[src/rtl/dual_timer.sv]
module dual_timer (
  input  logic       clk,
  input  logic       rst_n,
  input  logic [4:0] tick_tap,
  input  logic       ext_pin,
  input  logic [2:0] bus_addr,
  input  logic       bus_we,
  input  logic [7:0] bus_wdata,
  output logic [7:0] bus_rdata,
  output logic       irq_ovf,
  output logic       irq_cmp
);
  logic [2:0]  src;
  logic        wide, top_cmp;
  logic [15:0] cnt;
  logic [7:0]  cmp_lo, cmp_hi;
  logic        ovf_q, cmp_q;
  logic        s1, s2, s3;
  logic        tick;

  wire wr_ctrl = bus_we && bus_addr == 3'd0;
  wire wr_cnt  = bus_we && (bus_addr == 3'd1 || bus_addr == 3'd2);
  wire wr_flag = bus_we && bus_addr == 3'd5;

  always_comb begin
    case (src)
      3'd1:    tick = tick_tap[0];
      3'd2:    tick = tick_tap[1];
      3'd3:    tick = tick_tap[2];
      3'd4:    tick = tick_tap[3];
      3'd5:    tick = tick_tap[4];
      3'd6:    tick = s3 & ~s2;
      3'd7:    tick = s2 & ~s3;
      default: tick = 1'b0;
    endcase
  end

  wire [15:0] cur    = wide ? cnt : {8'h00, cnt[7:0]};
  wire [15:0] cmpv   = wide ? {cmp_hi, cmp_lo} : {8'h00, cmp_lo};
  wire [15:0] top    = top_cmp ? cmpv : (wide ? 16'hFFFF : 16'h00FF);
  wire        at_top = cur == top;
  wire        step   = tick & ~wr_cnt;
  wire [15:0] nxt    = at_top ? 16'h0000 : cur + 16'd1;

  always_ff @(posedge clk or negedge rst_n) begin
    if (!rst_n) begin
      src <= '0; wide <= 1'b0; top_cmp <= 1'b0;
      cnt <= '0; cmp_lo <= '0; cmp_hi <= '0;
      ovf_q <= 1'b0; cmp_q <= 1'b0;
      s1 <= 1'b0; s2 <= 1'b0; s3 <= 1'b0;
    end else begin
      s1 <= ext_pin; s2 <= s1; s3 <= s2;
      if (wr_ctrl) {top_cmp, wide, src} <= bus_wdata[4:0];
      if (bus_we && bus_addr == 3'd3) cmp_lo <= bus_wdata;
      if (bus_we && bus_addr == 3'd4) cmp_hi <= bus_wdata;
      if (wr_cnt) begin
        if (bus_addr == 3'd1) cnt[7:0] <= bus_wdata;
        else                  cnt[15:8] <= bus_wdata;
      end else if (step) begin
        if (wide) cnt <= nxt;
        else      cnt[7:0] <= nxt[7:0];
      end
      ovf_q <= (ovf_q & ~(wr_flag & bus_wdata[0])) | (step & at_top);
      cmp_q <= (cmp_q & ~(wr_flag & bus_wdata[1])) | (step & (cur == cmpv));
    end
  end

  always_comb begin
    case (bus_addr)
      3'd0:    bus_rdata = {3'b000, top_cmp, wide, src};
      3'd1:    bus_rdata = cnt[7:0];
      3'd2:    bus_rdata = cnt[15:8];
      3'd3:    bus_rdata = cmp_lo;
      3'd4:    bus_rdata = cmp_hi;
      3'd5:    bus_rdata = {6'b000000, cmp_q, ovf_q};
      default: bus_rdata = 8'h00;
    endcase
  end

  assign irq_ovf = ovf_q;
  assign irq_cmp = cmp_q;

  p_stop_hold_r2: assert property (@(posedge clk) disable iff (!rst_n)
    (src == 3'd0 && !wr_cnt) |=> $stable(cnt));

  p_wrap_zero_r4: assert property (@(posedge clk) disable iff (!rst_n)
    (tick && !wr_cnt && !wr_ctrl && at_top) |=> (cur == 16'h0000 && irq_ovf));

  p_narrow_hi_r4: assert property (@(posedge clk) disable iff (!rst_n)
    (!wide && !wr_cnt) |=> $stable(cnt[15:8]));

  p_write_wins_r9: assert property (@(posedge clk) disable iff (!rst_n)
    (bus_we && bus_addr == 3'd1) |=> cnt[7:0] == $past(bus_wdata));

  p_ovf_sticky_r7: assert property (@(posedge clk) disable iff (!rst_n)
    (irq_ovf && !(wr_flag && bus_wdata[0])) |=> irq_ovf);

  p_step_one_r1: assert property (@(posedge clk) disable iff (!rst_n)
    (tick && !wide && !wr_cnt && !wr_ctrl && !at_top) |=> cnt[7:0] == $past(cnt[7:0]) + 8'd1);

  p_no_tick_r1: assert property (@(posedge clk) disable iff (!rst_n)
    (!tick && !wr_cnt) |=> $stable(cnt));
endmodule

[config.mk]
export PLATFORM = sky130hd
export DESIGN_NAME = dual_timer
export DESIGN_NICKNAME = d
export VERILOG_FILES = /design/src/rtl/dual_timer.sv
export SDC_FILE = /design/constraint.sdc
export NUM_CORES = 1
export LEC_CHECK = 0
export BUFFER_PORTS_ARGS = -buffer_cell sky130_fd_sc_hd__buf_2
export CAP_MARGIN = 20
export CORE_UTILIZATION = 55
export CTS_CLUSTER_SIZE = 40
export DETAILED_ROUTE_END_ITERATION = 6
export PLACE_DENSITY = 0.75
export SETUP_SLACK_MARGIN = 0.2
export SLEW_MARGIN = 10
export SYNTH_ARGS = -nofsm -noshare
export SYNTH_HDL_FRONTEND = slang
export SYNTH_SLANG_ARGS = --single-unit
[constraint.sdc]
create_clock -name clk -period 2.7 [get_ports clk]
set_input_delay 0.54 -clock clk [delete_from_list [all_inputs] [get_ports clk]]
set_output_delay 0.54 -clock clk [all_outputs]
set_load 0.02 [all_outputs]
==> flow_summary.json, run 1 <==
{
  "critPathLaunchType": "flip-flop",
  "layout-drive-gt1-share_pct": 26.1,
  "drtIter0Drc": 343,
  "first_pass_iters": 5,
  "slowest_stage": "dfrtp_1",
  "p_leak_nw": 1.34,
  "syn_to_final_growth_pct": 12.0,
  "start_util_pct": 58.1,
  "clock_path_buffers": 2,
  "io_pins": 30,
  "path_cells": "ha_1, nand3_1, nor4_2, nand4_1, or3_1, nand2_1, o31ai_1, a221o_1",
  "drv_cap": 0,
  "h-tree-depth": 2,
  "synthMostInstantiatedCell": "dfrtp_1",
  "synth-seq-cells": 42,
  "dpl-instance-area_um2": 2990,
  "worstReg2RegEnd": "cnt[12]",
  "clockPowerShare_pct": 15.2,
  "cts_tree": "done",
  "syn_inst": 291,
  "min_period_ns": 2.32,
  "clk_latency_ns": 0.30,
  "rsz0062_at_grt": "true",
  "fmax_mhz": 431,
  "synth_area_per_cell_um2": 9.55,
  "hold_violations": 0,
  "grt_max_degree": 43,
  "reg2reg_depth": 8,
  "syn_area_um2": 2780,
  "r2r_setup_slack_ns": 0.38,
  "nNetsFinal": 347,
  "crit_fanout": 7,
  "p_int_mw": 1.46,
  "net-switching-power_mw": 1.11,
  "post-route-drc-count": 0,
  "cp.required_ns": 2.89,
  "hpwlAfterDp_mm": 5.60,
  "reg2reg_from": "cnt[0]",
  "clk_transition_reported_paths_ns": 0.08,
  "dieArea_um2": 5340,
  "fin_tns_setup_ns": 0,
  "route.vias.total": 2599,
  "grt_pass1_vias": 2410,
  "pwr-share-comb_pct": 40.6,
  "fin_cells": 393,
  "async_flop_share_pct": 100,
  "die_h_um": 73.1,
  "slowest_delay_ns": 0.46,
  "ys_seq_area_share_pct": 37.8,
  "arrival_ns": 2.51,
  "seqPwrFrac_pct": 44.2,
  "synth_common_cells": "dfrtp_1 (42), nand2_1 (28), inv_1 (20), mux2_2 (19), nor2_1 (14)",
  "cts-buffers-inserted": 5,
  "yosysTopAreaCellShare_pct": 37.8,
  "grt_usage_pct": 30.6,
  "viasPerCell": 6.61,
  "finalSetupViolations": 0,
  "status": "finished clean",
  "grt_pass1_wl_mm": 12.1,
  "synth_top_area_cell": "dfrtp_1",
  "clock_skew_ns": 0.0101,
  "drtAntennaViolNets": 0,
  "cts_sinks": 42,
  "ys_warn_count": 0,
  "ir_drop_v": 0.000532,
  "clockRootBuffer": "clkbuf_8",
  "io_buffers": 29,
  "powerDensity_nw_per_um2": 825,
  "synth_ff_type": "dfrtp_1",
  "crit_path_end_kind": "flip-flop",
  "hp-class": "input pin to asynchronous set/reset pin",
  "gp_congestion": 1.02,
  "dpl.cell_count": 384,
  "num_antenna_cells": 0,
  "num_rows": 25,
  "totalWireLength_mm": 7.59,
  "grt_overflow_total": 0,
  "p_sw_share_pct": 43.2,
  "fin_area_um2": 3110,
  "postSynthNetCount": 312,
  "worstSetupPathType": "flip-flop to flip-flop",
  "min_period_over_period_pct": 85.9,
  "worst-slew-pin-transition_ns": 0.511,
  "drv_slew": 0,
  "wl_per_cell_um": 19.3,
  "synth_area_leaders": "dfrtp_1 (38%), mux2_2 (7.7%), nand2_1 (3.8%)",
  "synth_edf_count": 0,
  "synth_cell_types": 56,
  "core-area_um2": 4790,
  "maxSlewHeadroom_pct": 65.9,
  "antenna_found_initial": 0,
  "die_width_um": 73.1
}
[placed cells by master, fill, tap and decap left out, drive strengths merged, types with 2 or more instances in the layout]
cell / n
nand2: 28
xnor2: 2
nor4: 4
inv: 20
nand3: 11
dfrtp: 42
a21o: 2
a221o: 4
mux4: 3
or2: 2
clkinv: 2
nor2b: 6
o2111ai: 3
o22ai: 13
o41ai: 2
a41o: 2
nor2: 14
nor3: 6
nand4: 5
o2bb2ai: 2
clkbuf: 5
a311oi: 2
a21oi: 9
a22oi: 9
mux2: 19
buf: 41
o31a: 3
o21ai: 16
mux2i: 9
o21a: 3
a22o: 6
o211ai: 3
o31ai: 8
nand2b: 9
[critical path: cells and delay by family (launching register included)]
| family | cells | cell delay, ns |
|---|---|---|
| simple gates | 5 | 1.13 |
| flops | 1 | 0.46 |
| compound gates | 2 | 0.38 |
| fa+ha+maj | 1 | 0.24 |
[registers in the layout (all words and copies together) (netlist names), 3 cells and up]
register  flops
cmp_hi        8
src           3
cmp_lo        8
cnt          16
[layer usage]
| layer | wire [um] | vias to the layer above | part of all wire [%] | track usage (%) |
|---|---|---|---|---|
| li1 | - | 1164 | - | - |
| met1 | 3210 | 1247 | 42 | 43.1 |
| met2 | 3410 | 156 | 45 | 43.8 |
| met3 | 643 | 32 | 8.5 | 5.80 |
| met4 | 322 | 0 | 4.2 | 17.6 |
| met5 | 0 | - | 0 | 0 |
[power by group through the flow]
stage / Sequential (mW) / Clock [mW] / Combinational, mW
after CTS: 1.11 / 0.401 / 1.01
final: 1.14 / 0.390 / 1.04
after detailed placement: 1.12 / 0 / 1.01
after floorplan: 1.00 / 0 / 0.818
after global placement: 1.12 / 0 / 0.983
after global routing: 1.16 / 0.415 / 1.14
[worst max path at each step]
| stage | from | end | cells past startpoint |
|---|---|---|---|
| after floorplan | bus_addr[0] | bus_rdata[0] | 4 |
| after global placement | tick_tap[4] | cnt[15] | 8 |
| after detailed placement | cnt[0] | cnt[12] | 8 |
| after CTS | cnt[0] | cnt[12] | 8 |
| after global routing | cnt[0] | cnt[12] | 8 |
| final | cnt[0] | cnt[12] | 8 |
[cell type report]
| type | count | area (um2) |
|---|---|---|
| Fill cell | 399 | 1670 |
| Inverter | 20 | 75.1 |
| Clock inverter | 2 | 10.0 |
| Tap cell | 67 | 83.8 |
| Sequential cell | 42 | 1050 |
| Multi-Input combinational cell | 216 | 1560 |
| Clock buffer | 5 | 68.8 |
| Timing Repair Buffer | 41 | 260 |
[metrics by stage]
step | hold WS (ns) | utilization (%) | power (mW) | setup slack (ns)
2_1_floorplan | 0.244 | - | 1.82 | 0.522
3_3_place_gp | 0.345 | 62.4 | 2.11 | 0.331
3_5_place_dp | 0.336 | 62.4 | 2.13 | 0.287
4_1_cts | 0.339 | 64.1 | 2.52 | 0.292
5_1_grt | 0.199 | 65.0 | 2.72 | 0.165
6_report | 0.165 | 65.0 | 2.57 | 0.381
[cell families (layout without fill, tap and decap cells)]
logic type	Yosys count	after routing	share of synthesized area (%)
adders and majority gates	1	1	0.450
xor gates and xnor gates	2	2	0.630
AOI/OAI and AO/OA	92	92	25.3
and+or+nand+nor	90	90	16.1
buffers and inverters	33	68	6.17
DFF	42	42	37.8
muxes	31	31	13.5
[repair_timing]
action / CTS / global route
gates resized for setup: 0 / 1
endpoints found under the hold margin: 0 / 0
hold buffers: 0 / 0
setup endpoints to repair: 0 / 9
buffers inserted: 0 / 1
No activity file was read; power rests on OpenSTA's default activity.
==> run 2, diff against run 1 <==
--- a/config.mk
+++ b/config.mk
@@ -7,10 +7,9 @@
 export LEC_CHECK = 0
 export BUFFER_PORTS_ARGS = -buffer_cell sky130_fd_sc_hd__buf_2
 export CAP_MARGIN = 20
-export CORE_UTILIZATION = 55
+export CORE_UTILIZATION = 30
 export CTS_CLUSTER_SIZE = 40
 export DETAILED_ROUTE_END_ITERATION = 6
-export PLACE_DENSITY = 0.75
 export SETUP_SLACK_MARGIN = 0.2
 export SLEW_MARGIN = 10
 export SYNTH_ARGS = -nofsm -noshare
==> run 2 against run 1 <==
Setup slack lost 0.043 ns. Flip-flop and latch count is the same. Worst hold slack gained 0.17 ns. Critical path depth shrank 3. Wire length grew 2.1%. Clock skew shrank 0.0042 ns. Non-clock buffer count grew 1. Cell area grew 3.7%. Register-to-register slack is essentially flat. Clock power grew 53%. First-iteration DRC count shrank 32%. Global-route usage shrank 13 points. Critical endpoint is now bus_rdata[6].
==> flow_summary.json, run 2 (synthesized netlist as in run 1, its figures left out) <==
{
  "largest_reg_flops": 16,
  "critPathLaunchType": "input pin",
  "drv_slew": 0,
  "clockRootBuffer": "clkbuf_8",
  "grt_max_degree": 43,
  "num_rows": 34,
  "status": "finished clean",
  "p_leak_nw": 1.37,
  "clockPowerShare_pct": 21.4,
  "io_buffers": 29,
  "maxSlewHeadroom_pct": 37.5,
  "cts_tree": "done",
  "h-tree-depth": 2,
  "finalSetupViolations": 0,
  "viasPerCell": 5.78,
  "largest_register": "cnt",
  "final_cell_mix": "dfrtp_1 (40), buf_2 (29), nand2_1 (28)",
  "hp-class": "input pin to flip-flop",
  "ir_drop_v": 0.000452,
  "io_pins": 30,
  "cp.required_ns": 2.16,
  "crit_path_end_kind": "output pin",
  "grt_overflow_total": 0,
  "p_total_mw": 2.79,
  "dpl-instance-area_um2": 3050,
  "drv_cap": 0,
  "crit_fanout": 12,
  "grt_usage_pct": 17.2,
  "slowest_delay_ns": 0.49,
  "first_pass_iters": 4,
  "fin_cells": 436,
  "clock_path_buffers": 2,
  "pwr-share-comb_pct": 37.6,
  "wl_per_cell_um": 17.8,
  "route.vias.total": 2518,
  "fin_tns_setup_ns": 0,
  "p_sw_share_pct": 40.3,
  "p_int_mw": 1.67,
  "worst-slew-pin-transition_ns": 0.938,
  "fmax_mhz": 423,
  "grt_pass1_wl_mm": 13.0,
  "powerDensity_nw_per_um2": 865,
  "seqPwrFrac_pct": 41.0,
  "final_common_cell": "dfrtp_1",
  "critPathMostFrequentCell": "buf_2",
  "num_antenna_cells": 0,
  "min_period_ns": 2.36,
  "dpl.cell_count": 427,
  "slowest_stage": "nor2b_1",
  "post-route-drc-count": 0,
  "gp_congestion": 0.928,
  "totalWireLength_mm": 7.75,
  "min_period_over_period_pct": 87.5,
  "core-area_um2": 8850,
  "holdWs_ns": 0.340,
  "rsz0062_at_grt": "true",
  "start_util_pct": 31.4,
  "clk_latency_ns": 0.30,
  "layout-drive-gt1-share_pct": 27.1,
  "path_cells": "buf_2, nor2b_1, a22oi_1, o22ai_1, buf_2",
  "dieArea_um2": 9660,
  "fin_area_um2": 3230,
  "syn_to_final_growth_pct": 16.2,
  "net-switching-power_mw": 1.13,
  "hpwlAfterDp_mm": 5.94,
  "hold_buffers": 0,
  "die_h_um": 98.3,
  "drtIter0Drc": 233,
  "worstSetupPathType": "input pin to output pin",
  "die_width_um": 98.3,
  "antenna_found_initial": 0,
  "drtAntennaViolNets": 0,
  "reg.largest.list": "cnt x16, cmp_hi x8, cmp_lo x8",
  "hold_violations": 0,
  "clock_skew_ns": 0.00587,
  "cts-buffers-inserted": 5,
  "grt_pass1_vias": 2437,
  "cts_sinks": 42,
  "nNetsFinal": 348,
  "clk_transition_reported_paths_ns": 0.08,
  "arrival_ns": 1.82
}
-- run 2: cell types whose count changed in the layout (fill, tap and decap cells not counted) --
cell and change:
buf_12 -1, buf_4 +2, bufinv_16 +2, clkinv_2 -2
clkinv_4 +1, dfrtp_1 -2, dfrtp_2 +2, nor4_2 -1
nor4_4 +1
-- run 2: what timing repair did --
action	CTS	global route
resized for setup	1	3
buffers inserted	0	1
pin swaps	0	1
endpoints found under the setup margin	2	11
-- run 2: cell type report --
type | instances | area (um2)
clock buffers | 5 | 68.8
clock inverters | 3 | 68.8
fillers | 898 | 5620
inverters | 20 | 75.1
multi-input cells | 216 | 1570
flip-flops and latches | 42 | 1050
well taps | 108 | 135
repair buffers | 42 | 255
-- run 2: path summary, 6_finish.rpt --
path | cells after the start | slack [ns] | end | from
worst max register to register | 8 | 0.38 | cnt[12] | cnt[1]
worst min-delay path | 1 | 0.34 | s1 | ext_pin
worst min register to register | 0 | 0.36 | s2 | s1
worst max-delay path | 5 | 0.34 | bus_rdata[6] | bus_addr[2]
min in group asynchronous | 1 | 0.37 | cnt[6] | rst_n
max in group asynchronous | 1 | 1.69 | cnt[1] | rst_n
-- run 2: power groups by stage --
stage | logic, mW | registers [mW] | clock network [mW]
2_1_floorplan | 0.818 | 1.00 | 0
3_3_place_gp | 1.01 | 1.14 | 0
3_5_place_dp | 1.02 | 1.14 | 0
4_1_cts | 1.03 | 1.13 | 0.614
5_1_grt | 1.17 | 1.17 | 0.639
6_report | 1.05 | 1.15 | 0.598
-- run 2: metal layers --
| layer | vias to the layer above | track usage (%) | share of wire (%) | wire length (um) |
|---|---|---|---|---|
| met5 | - | 0 | 0 | 0 |
| met4 | 0 | 6.77 | 2.6 | 202 |
| met3 | 20 | 3.01 | 5.2 | 401 |
| met2 | 99 | 25.0 | 44 | 3390 |
| met1 | 1226 | 25.2 | 48 | 3750 |
| li1 | 1173 | - | - | - |
-- run 2: stage by stage --
stage                     setup slack, ns  util [%]
after floorplan                     0.522         -
after global placement             0.0975      34.5
after detailed placement            0.123      34.5
after CTS                           0.249      36.1
after global routing                0.181      36.5
final                               0.338      36.5
-- run 2: worst max-delay path, delay by kind of cell --
family	cells	cell delay (ns)
AO/OA/AOI/OAI	2	0.36
buffers and inverters	2	0.42
AND/OR/NAND/NOR	1	0.49
==> run 3, diff against run 2 <==
--- a/config.mk
+++ b/config.mk
@@ -5,13 +5,14 @@
 export SDC_FILE = /design/constraint.sdc
 export NUM_CORES = 1
 export LEC_CHECK = 0
+export ABC_AREA = 1
 export BUFFER_PORTS_ARGS = -buffer_cell sky130_fd_sc_hd__buf_2
 export CAP_MARGIN = 20
 export CORE_UTILIZATION = 30
 export CTS_CLUSTER_SIZE = 40
 export DETAILED_ROUTE_END_ITERATION = 6
 export SETUP_SLACK_MARGIN = 0.2
-export SLEW_MARGIN = 10
+export SLEW_MARGIN = 20
 export SYNTH_ARGS = -nofsm -noshare
 export SYNTH_HDL_FRONTEND = slang
 export SYNTH_SLANG_ARGS = --single-unit
==> run 3 against run 2 <==
Worst hold slack lost 0.17 ns. Sequential share of layout area shrank 1.4 points. Register-to-register slack gained 0.26 ns. Highest routed layer unchanged. Final cell count grew 39%. Largest power group is now combinational logic. Clock skew grew 0.0026 ns. Global-route usage grew 2.1 points. Setup slack lost 0.098 ns. Maximum frequency shrank 4.0%. Non-clock buffer count shrank 10. Power grew 4.2%.
==> flow_summary.json, run 3 <==
{
  "h-tree-depth": 2,
  "post_cts_buffers": 0,
  "largest_register": "cnt",
  "net-switching-power_mw": 1.35,
  "viasPerCell": 4.99,
  "clk_latency_ns": 0.31,
  "ys_seq_area_share_pct": 34.8,
  "dpl.cell_count": 599,
  "p_sw_share_pct": 46.5,
  "post-route-drc-count": 0,
  "fin_util_pct": 34.5,
  "dieArea_um2": 10500,
  "hold_buffers": 0,
  "final_common_cell": "nand2_1",
  "clockRootBuffer": "clkbuf_8",
  "clock_skew_ns": 0.00849,
  "async_flop_share_pct": 100,
  "yosysTopAreaCellShare_pct": 34.8,
  "largest_reg_flops": 16,
  "worstSetupPathType": "input pin to output pin",
  "io_pins": 30,
  "p_leak_nw": 1.73,
  "num_antenna_cells": 0,
  "start_util_pct": 30.9,
  "synth-seq-cells": 42,
  "dp_slack_ns": 0.278,
  "postSynthNetCount": 468,
  "ir_drop_v": 0.000239,
  "cp.required_ns": 2.16,
  "drtIter0Drc": 232,
  "synth_top_area_cell": "dfrtp_1",
  "antenna_found_initial": 0,
  "fin_area_um2": 3370,
  "clock_path_buffers": 2,
  "rsz0062_at_grt": "true",
  "finalSetupViolations": 0,
  "cts_sinks": 42,
  "maxSlewHeadroom_pct": 47.7,
  "clk_transition_reported_paths_ns": 0.09,
  "grt_usage_pct": 19.3,
  "seqPwrFrac_pct": 39.4,
  "reg.largest.list": "cnt x16, cmp_hi x8, cmp_lo x8",
  "grt_overflow_total": 0,
  "drtAntennaViolNets": 0,
  "syn_to_final_growth_pct": 11.6,
  "p_int_mw": 1.56,
  "cts-buffers-inserted": 5,
  "arrival_ns": 1.92,
  "critPathLaunchType": "input pin",
  "min_period_ns": 2.46,
  "gp_congestion": 0.951,
  "p_total_mw": 2.91,
  "synth_cell_types": 34,
  "nNetsFinal": 494,
  "hold_violations": 0,
  "synthMostInstantiatedCell": "nand2_1",
  "reg2reg_depth": 10,
  "die_width_um": 102,
  "synth_ff_type": "dfrtp_1",
  "num_rows": 36,
  "holdWs_ns": 0.169,
  "first_pass_iters": 5,
  "fin_tns_setup_ns": 0,
  "final_cell_mix": "nand2_1 (131), inv_1 (64), dfrtp_1 (42)",
  "drv_slew": 0,
  "fill_cells": 1079,
  "grt_pass1_vias": 2861,
  "grt_pass1_wl_mm": 15.2,
  "dpl-instance-area_um2": 3260,
  "fin_cells": 607,
  "crit_fanout": 5,
  "pwr-share-comb_pct": 43.2,
  "hpwlAfterDp_mm": 7.37,
  "status": "finished clean",
  "drv_cap": 0,
  "synth_area_leaders": "dfrtp_1 (35%), nand2_1 (16%), inv_1 (8.0%)",
  "syn_inst": 447,
  "syn_area_um2": 3020,
  "powerDensity_nw_per_um2": 863,
  "route.vias.total": 3026,
  "io_buffers": 29,
  "layout-drive-gt1-share_pct": 14.6,
  "wl_per_cell_um": 15.4,
  "min_period_over_period_pct": 91.1,
  "cts_tree": "done",
  "totalWireLength_mm": 9.35,
  "seqCellArea_um2": 1050,
  "crit_path_end_kind": "output pin",
  "synth_common_cells": "nand2_1 (131), inv_1 (64), dfrtp_1 (42), nor2_1 (39), nand3_1 (34)",
  "grt_max_degree": 25,
  "ctsResizeCount": 0,
  "setup_ws_ns": 0.240,
  "core-area_um2": 9770,
  "fmax_mhz": 407,
  "synth_area_per_cell_um2": 6.75,
  "hp-class": "input pin to asynchronous set/reset pin",
  "ys_warn_count": 0,
  "worst-slew-pin-transition_ns": 0.785,
  "synth_edf_count": 0,
  "clockPowerShare_pct": 17.4,
  "multi_input_area_um2": 1630,
  "die_h_um": 102
}
[run 3: worst max-delay path, cell delays in order]
cell and delay, ns:
buf_2 0.12, nor2_1 0.06, nand2_1 0.18, inv_1 0.17, a221oi_1 0.43, o221ai_1 0.21, buf_2 0.20
[run 3: kinds of logic after synthesis]
family / synth area share (%)
compound gates: 16.5
xor+xnor: 2.90
fa+ha+maj: 0.414
buf+inv: 11.1
flops: 34.8
simple gates: 34.3
[run 3: power by group through the flow]
stage	sequential, mW	combinational (mW)	clock (mW)
global route	1.18	1.43	0.543
global placement	1.15	1.24	0
finish	1.15	1.26	0.506
detailed placement	1.15	1.25	0
CTS	1.13	1.25	0.510
floorplan	0.988	1.04	0
[run 3: final cells by class]
type / count / area share [%]
Multi-Input combinational cell: 327 / 48.5
Clock inverter: 1 / 0.891
Inverter: 65 / 7.24
Timing Repair Buffer: 32 / 4.98
Tap cell: 133 / 4.94
Clock buffer: 7 / 2.27
Sequential cell: 42 / 31.2
[run 3: routing by layer]
metal | wire [um] | vias to the layer above | GRT usage (%)
met2 | 4190 | 90 | 29.9
li1 | - | 1490 | -
met1 | 4410 | 1426 | 26.9
met3 | 517 | 20 | 2.60
met4 | 238 | 0 | 8.13
met5 | 0 | - | 0
[run 3: worst paths after layout]
| kind | from | endpoint | slack, ns |
|---|---|---|---|
| setup reg to reg | wide | cnt[4] | 0.64 |
| hold / removal | rst_n | cnt[7] | 0.17 |
| setup / recovery | bus_addr[1] | bus_rdata[3] | 0.24 |
| max in group asynchronous | rst_n | irq_ovf | 1.83 |
| min in group clk | ext_pin | s1 | 0.35 |
| hold reg to reg | s1 | s2 | 0.38 |
